**src/rtl/xseq_pkg.sv**
```systemverilog
package xseq_pkg;

    typedef enum logic [2:0] {
        TOK_WAKE  = 3'd0,
        TOK_XMIT  = 3'd1,
        TOK_CMD   = 3'd2,
        TOK_SLEEP = 3'd3,
        TOK_BLOCK = 3'd4
    } tok_e;

    typedef enum logic [1:0] {
        XS_OK       = 2'd0,
        XS_SYNC_ERR = 2'd1,
        XS_CMD_ERR  = 2'd2,
        XS_CRC_FAIL = 2'd3
    } xstat_e;

    typedef enum logic [3:0] {
        P_IDLE,
        P_WAKE,
        P_SYNC_TX,
        P_SYNC_WAIT,
        P_CMD_TX,
        P_BLOCK_TX,
        P_PARSE_WAIT,
        P_POLL_TX,
        P_POLL_WAIT,
        P_EXEC_WAIT,
        P_RESP_TX,
        P_RESP_WAIT,
        P_SLEEP,
        P_DONE
    } phase_e;

    localparam logic [7:0] SYNC_BYTE = 8'h11;

    // Phases in which a request is presented to the link layer
    function automatic logic phase_sends(phase_e p);
        case (p)
            P_WAKE, P_SYNC_TX, P_CMD_TX, P_BLOCK_TX,
            P_POLL_TX, P_RESP_TX, P_SLEEP: return 1'b1;
            default:                       return 1'b0;
        endcase
    endfunction

    function automatic tok_e phase_token(phase_e p);
        case (p)
            P_CMD_TX:   return TOK_CMD;
            P_BLOCK_TX: return TOK_BLOCK;
            P_SLEEP:    return TOK_SLEEP;
            P_SYNC_TX,
            P_POLL_TX,
            P_RESP_TX:  return TOK_XMIT;
            default:    return TOK_WAKE;
        endcase
    endfunction

endpackage

```
**src/rtl/xseq_timer.sv**
```systemverilog
module xseq_timer #(
    parameter int W = 8
) (
    input  logic         clk,
    input  logic         rst,
    input  logic         load,
    input  logic [W-1:0] val,
    input  logic         cancel,
    output logic         expire
);
    logic [W-1:0] cnt;
    logic         act;

    // A load of value N gives an expiry pulse N cycles later
    always_ff @(posedge clk) begin
        if (rst) begin
            cnt <= '0;
            act <= 1'b0;
        end else if (load) begin
            cnt <= val;
            act <= 1'b1;
        end else if (cancel) begin
            act <= 1'b0;
        end else if (act) begin
            cnt <= cnt - 1'b1;
            if (cnt == W'(1)) act <= 1'b0;
        end
    end

    assign expire = act && (cnt == W'(1));

    AST_TMR_SELF_STOP: assert property (@(posedge clk) disable iff (rst)
        (act && cnt == W'(1) && !load) |=> !act);

endmodule

```
**src/rtl/xseq_retry.sv**
```systemverilog
module xseq_retry #(
    parameter int MAX = 2
) (
    input  logic clk,
    input  logic rst,
    input  logic clr,
    input  logic bump,
    output logic avail
);
    localparam int CW = $clog2(MAX + 1) + 1;

    logic [CW-1:0] used;

    always_ff @(posedge clk) begin
        if (rst || clr) used <= '0;
        else if (bump)  used <= used + 1'b1;
    end

    assign avail = used < CW'(MAX);

    AST_RETRY_ALLOWED: assert property (@(posedge clk) disable iff (rst)
        bump |-> avail);
    AST_RETRY_BOUND: assert property (@(posedge clk) disable iff (rst)
        used <= CW'(MAX));

endmodule

```
**src/rtl/host_xchg_seq.sv**
```systemverilog
module host_xchg_seq
    import xseq_pkg::*;
#(
    parameter int T_PARSE   = 20,
    parameter int T_EXEC    = 60,
    parameter int RX_WIN    = 8,
    parameter int RESP_WIN  = 16,
    parameter int MAX_RETRY = 2
) (
    input  logic       clk,
    input  logic       rst,
    input  logic       start,
    input  logic       long_exec,
    output logic       busy,
    output logic       done,
    output logic [1:0] status,
    output logic [7:0] err_code,
    output logic       snd_req,
    output logic [2:0] snd_kind,
    input  logic       snd_ack,
    input  logic       rx_valid,
    input  logic [7:0] rx_byte,
    input  logic       rsp_done,
    input  logic       rsp_crc_ok
);
    localparam int LONGEST = T_PARSE + T_EXEC + RX_WIN + RESP_WIN;
    localparam int TW      = $clog2(LONGEST + 1) + 1;

    phase_e       phase, nxt;
    logic         long_q;
    xstat_e       stat_q, stat_nv;
    logic         stat_set;
    logic [7:0]   err_q;
    logic         err_set;

    logic         tmr_load, tmr_cancel, tmr_exp;
    logic [TW-1:0] tmr_val;
    logic         rt_clr, rt_bump, rt_avail;

    xseq_timer #(.W(TW)) tmr_i (
        .clk    (clk),
        .rst    (rst),
        .load   (tmr_load),
        .val    (tmr_val),
        .cancel (tmr_cancel),
        .expire (tmr_exp)
    );

    xseq_retry #(.MAX(MAX_RETRY)) rty_i (
        .clk   (clk),
        .rst   (rst),
        .clr   (rt_clr),
        .bump  (rt_bump),
        .avail (rt_avail)
    );

    always_comb begin
        nxt        = phase;
        tmr_load   = 1'b0;
        tmr_val    = '0;
        tmr_cancel = 1'b0;
        rt_clr     = 1'b0;
        rt_bump    = 1'b0;
        stat_set   = 1'b0;
        stat_nv    = XS_OK;
        err_set    = 1'b0;
        case (phase)
            P_IDLE: if (start) begin
                nxt      = P_WAKE;
                rt_clr   = 1'b1;
                stat_set = 1'b1;
            end
            P_WAKE:    if (snd_ack) nxt = P_SYNC_TX;
            P_SYNC_TX: if (snd_ack) begin
                nxt      = P_SYNC_WAIT;
                tmr_load = 1'b1;
                tmr_val  = TW'(RX_WIN);
            end
            P_SYNC_WAIT: begin
                if (rx_valid) begin
                    tmr_cancel = 1'b1;
                    if (rx_byte == SYNC_BYTE) begin
                        nxt = P_CMD_TX;
                    end else begin
                        nxt      = P_SLEEP;
                        stat_set = 1'b1;
                        stat_nv  = XS_SYNC_ERR;
                    end
                end else if (tmr_exp) begin
                    nxt      = P_SLEEP;
                    stat_set = 1'b1;
                    stat_nv  = XS_SYNC_ERR;
                end
            end
            P_CMD_TX:   if (snd_ack) nxt = P_BLOCK_TX;
            P_BLOCK_TX: if (snd_ack) begin
                nxt      = P_PARSE_WAIT;
                tmr_load = 1'b1;
                tmr_val  = long_q ? TW'(T_PARSE) : TW'(T_PARSE + T_EXEC);
            end
            P_PARSE_WAIT: if (tmr_exp) nxt = long_q ? P_POLL_TX : P_RESP_TX;
            P_POLL_TX: if (snd_ack) begin
                nxt      = P_POLL_WAIT;
                tmr_load = 1'b1;
                tmr_val  = TW'(RX_WIN);
            end
            P_POLL_WAIT: begin
                if (rx_valid) begin
                    tmr_cancel = 1'b1;
                    err_set    = 1'b1;
                    stat_set   = 1'b1;
                    stat_nv    = XS_CMD_ERR;
                    nxt        = P_SLEEP;
                end else if (tmr_exp) begin
                    nxt      = P_EXEC_WAIT;
                    tmr_load = 1'b1;
                    tmr_val  = TW'(T_EXEC);
                end
            end
            P_EXEC_WAIT: if (tmr_exp) nxt = P_RESP_TX;
            P_RESP_TX: if (snd_ack) begin
                nxt      = P_RESP_WAIT;
                tmr_load = 1'b1;
                tmr_val  = TW'(RESP_WIN);
            end
            P_RESP_WAIT: begin
                if (rsp_done || tmr_exp) begin
                    tmr_cancel = rsp_done;
                    if (rsp_done && rsp_crc_ok) begin
                        nxt = P_SLEEP;
                    end else if (rt_avail) begin
                        rt_bump = 1'b1;
                        nxt     = P_RESP_TX;
                    end else begin
                        stat_set = 1'b1;
                        stat_nv  = XS_CRC_FAIL;
                        nxt      = P_SLEEP;
                    end
                end
            end
            P_SLEEP: if (snd_ack) nxt = P_DONE;
            P_DONE:  nxt = P_IDLE;
            default: nxt = P_IDLE;
        endcase
    end

    always_ff @(posedge clk) begin
        if (rst) begin
            phase  <= P_IDLE;
            long_q <= 1'b0;
            stat_q <= XS_OK;
            err_q  <= '0;
        end else begin
            phase <= nxt;
            if (phase == P_IDLE && start) begin
                long_q <= long_exec;
                err_q  <= '0;
            end
            if (stat_set) stat_q <= stat_nv;
            if (err_set)  err_q  <= rx_byte;
        end
    end

    assign busy     = (phase != P_IDLE);
    assign done     = (phase == P_DONE);
    assign status   = stat_q;
    assign err_code = err_q;
    assign snd_req  = phase_sends(phase);
    assign snd_kind = phase_token(phase);

    AST_REQ_HOLD: assert property (@(posedge clk) disable iff (rst)
        (snd_req && !snd_ack) |=> (snd_req && $stable(snd_kind)));
    AST_DONE_AFTER_SLEEP: assert property (@(posedge clk) disable iff (rst)
        done |-> $past(snd_req && snd_ack && snd_kind == TOK_SLEEP));
    AST_CMDERR_CODE: assert property (@(posedge clk) disable iff (rst)
        (phase == P_POLL_WAIT && rx_valid) |=> (err_code == $past(rx_byte)));
    AST_NO_REQ_IDLE: assert property (@(posedge clk) disable iff (rst)
        (done && !start) |=> (!snd_req && !busy));

endmodule

```
**config.mk**
```make
export PLATFORM = sky130hd
export DESIGN_NAME = host_xchg_seq
export DESIGN_NICKNAME = d
export VERILOG_FILES = /design/src/rtl/xseq_pkg.sv /design/src/rtl/xseq_timer.sv /design/src/rtl/xseq_retry.sv /design/src/rtl/host_xchg_seq.sv
export SDC_FILE = /design/constraint.sdc
export NUM_CORES = 1
export LEC_CHECK = 0
export CAP_MARGIN = 0
export CORE_MARGIN = 2
export CORE_UTILIZATION = 56
export CTS_CLUSTER_SIZE = 40
export DETAILED_ROUTE_END_ITERATION = 7
export PLACE_DENSITY_LB_ADDON = 0.2
export SLEW_MARGIN = 20
export SYNTH_ARGS = -nofsm -noshare
export SYNTH_HDL_FRONTEND = slang
export SYNTH_SLANG_ARGS = --single-unit
```
**constraint.sdc**
```tcl
create_clock -name clk -period 5.4 [get_ports clk]
set_input_delay 1.08 -clock clk [delete_from_list [all_inputs] [get_ports clk]]
set_output_delay 1.08 -clock clk [all_outputs]
set_load 0.05 [all_outputs]
```
==> impl_metrics.tcl <==
set metrics [dict create \
    status "finished clean" \
    dp_slack_ns 1.79 \
    finalCriticalPeriod_ns 3.83 \
    synth_edf_count 0 \
    worst_slew_pin_slew_ns 0.917 \
    core_area_mm2 0.00303 \
    setup.worst_path.end_class "output pin" \
    io_buffers 31 \
    fmax_mhz 261 \
    globalplace.congestion 0.838 \
    fin_total_pwr_mw 0.792 \
    die_x_um 60.0 \
    via_per_inst 5.89 \
    powerDensity_mw_per_mm2 380 \
    clock_skew_ns 0.00906 \
    htreeDepth 1 \
    reg2reg_to "tmr_i.cnt[6]" \
    p_sw_share_pct 45.9 \
    vias 1661 \
    wire_per_inst_um 14.4 \
    hold_viol_final 0 \
    drive_above_1_share_pct 8.40 \
    internal-power_mw 0.428 \
    dieArea_mm2 0.00360 \
    grt_pass1_vias 1442 \
    grt_max_degree 29 \
    stdcell_area_mm2 0.00208 \
    clockPowerShare_pct 11.7 \
    synth_top_flop_cell "dfxtp_1" \
    drc 0 \
    power_frac_seq_pct 37.5 \
    ys_seq_area_share_pct 30.8 \
    initial_utilization_pct 58.0 \
    final_nets 258 \
    io_pins 32 \
    r2r_slack_ns 2.98 \
    setup_viol 0 \
    cp.required_ns 4.32 \
    hold_start "status[0]" \
    synth_top_area_share_pct 30.8 \
    synth_common_cells "dfxtp_1 (27), nor2_1 (25), a21oi_1 (16)" \
    slew_headroom_pct 38.7 \
    post-synth-top-count-cell "dfxtp_1" \
    worstPathArrival_ns 2.75 \
    std_cell_rows 20 \
    area_growth_pct 18.7 \
    cts_tree "yes" \
    drt-pass1-iter-count 4 \
    syn-cell-area_mm2 0.00176 \
    clkSlewWorstSetupHoldPaths_ns 0.16 \
    ys_seq_elements 27 \
    worstReg2RegStart "phase[1]" \
    num_antenna_cells 0 \
    fillers 257 \
    netlist_top_cells_area "dfxtp_1 (31%), nor2_1 (5.3%), a21oi_1 (4.6%)" \
    overflow 0 \
    worst-path-max-fanout 22 \
    ant_nets 0 \
    path_class "reg -> out" \
    pwr-share-comb_pct 50.8 \
    drt_iter0_drc 187 \
    holdPathEnd "status[0]" \
    cp-start-kind "register" \
    final_util_pct 68.8 \
    cts_hold_buf 0 \
    cts_buffers 3 \
    postPlaceCellArea_mm2 0.00205 \
    peakVddDrop_v 0.000190 \
    post-route-period-util_pct 70.9 \
    wirelength_mm 4.07 \
    die_h_um 60.0 \
    synth.distinct_cells 57 \
    syn-num-nets 237 \
    cts_sinks 27 \
    rsz0062_at_grt "false" \
    clk_latency_ns 0.34 \
    yosysWarningCount 0 \
    grtUsageTotal_pct 24.5 \
    antenna_found_initial 0 \
    yosysTopAreaCell "dfxtp_1" \
    maxCapViolCount 0 \
    r2r_cells 5 \
    maxSlewViolCount 0 \
    final.setup.worst_slack_ns 1.57 \
    ys_async_sr_fraction_pct 0 \
    synth.avg_cell_area_um2 8.05 \
    grt_first_pass_wirelength_mm 6.78 \
    clk_path_buf_depth 2 \
    cts_setup_buffers 0 \
    place_hpwl_mm 2.87 \
    fin_setup_tns_ns 0 \
    root_buffer "clkbuf_4" \
    syn_inst 218 \
    min_path_cells 2 \
    hold_class "reg -> reg" \
    p_sw_mw 0.364 \
    p_leak_nw 0.691 \
    cts_resized 0 \
]
[metrics by stage]
stage / std cells / hold WS [ns]
floorplan: 218 / 0.461
CTS: 282 / 0.500
detailed placement: 278 / 0.479
global route: 282 / 0.526
global placement: 278 / 0.469
finish: 282 / 0.497
[flip-flops by register name, summed over array words and instances (netlist names)]
signal,count
err_code,8
phase,4
long_q,1
status,2
rty_i.used,3
tmr_i.act,1
tmr_i.cnt,8
[area by class of cell]
type	count	area, um^2	area share [%]
clock buffer	3	22.5	1.08
clock inverter	1	5.00	0.240
inverter	10	37.5	1.80
multi-input combinational	166	1110	53.4
sequential	27	541	25.9
tap	44	55.1	2.64
timing repair buffer	31	310	14.9
[how the worst max path moves through the flow]
stage / start / end / cells after the start
2_1_floorplan: phase[0] / snd_kind[1] / 4
3_3_place_gp: snd_ack / tmr_i.cnt[6] / 6
3_5_place_dp: snd_ack / tmr_i.cnt[6] / 6
4_1_cts: phase[1] / snd_kind[0] / 6
5_1_grt: phase[1] / snd_kind[0] / 6
6_report: phase[1] / snd_kind[0] / 6
[routing by layer]
metal	vias to the layer above	GRT usage (%)	wire length, um
met5	-	0	0
met4	0	7.30	51
met3	5	3.03	219
met2	50	36.6	1860
met1	759	36.4	1930
li1	847	-	-
[worst max-delay path, stage by stage, from the launching register on]
cell             delay [ns]
dfxtp_1                0.80
nor2b_1                0.43
nand2_1                0.09
o21ai_0                0.10
nand2_1                0.07
o21ai_0                0.10
clkdlybuf4s50_1        0.82
[cells in the final DEF (no fill, tap or decap), drive strengths merged, types with 4 or more instances in the layout]
cell           instances
a21oi                 17
a22oi                  8
nor3b                  4
nand2b                 6
xnor2                  5
o21ai                 20
nor4                   6
nand3b                 4
inv                   10
a31oi                  6
nand2                  9
clkdlybuf4s50         31
nor2                  28
dfxtp                 27
[kinds of logic (layout without fill, tap and decap cells)]
family | count (synthesis) | in the layout | synth area share [%]
and+or+nand+nor | 82 | 82 | 28.4
AOI/OAI and AO/OA | 74 | 74 | 28.9
DFF | 27 | 27 | 30.8
buffers and inverters | 25 | 45 | 6.20
xor gates and xnor gates | 5 | 5 | 2.49
adders and majority gates | 3 | 3 | 2.14
muxes | 2 | 2 | 1.14
[power by group through the flow]
stage	clock network (mW)	logic (mW)	registers [mW]
2_1_floorplan	0	0.337	0.265
3_3_place_gp	0	0.396	0.299
3_5_place_dp	0	0.399	0.300
4_1_cts	0.0917	0.401	0.296
5_1_grt	0.0986	0.442	0.307
6_report	0.0925	0.403	0.297
No activity file was read; power rests on OpenSTA's default activity.
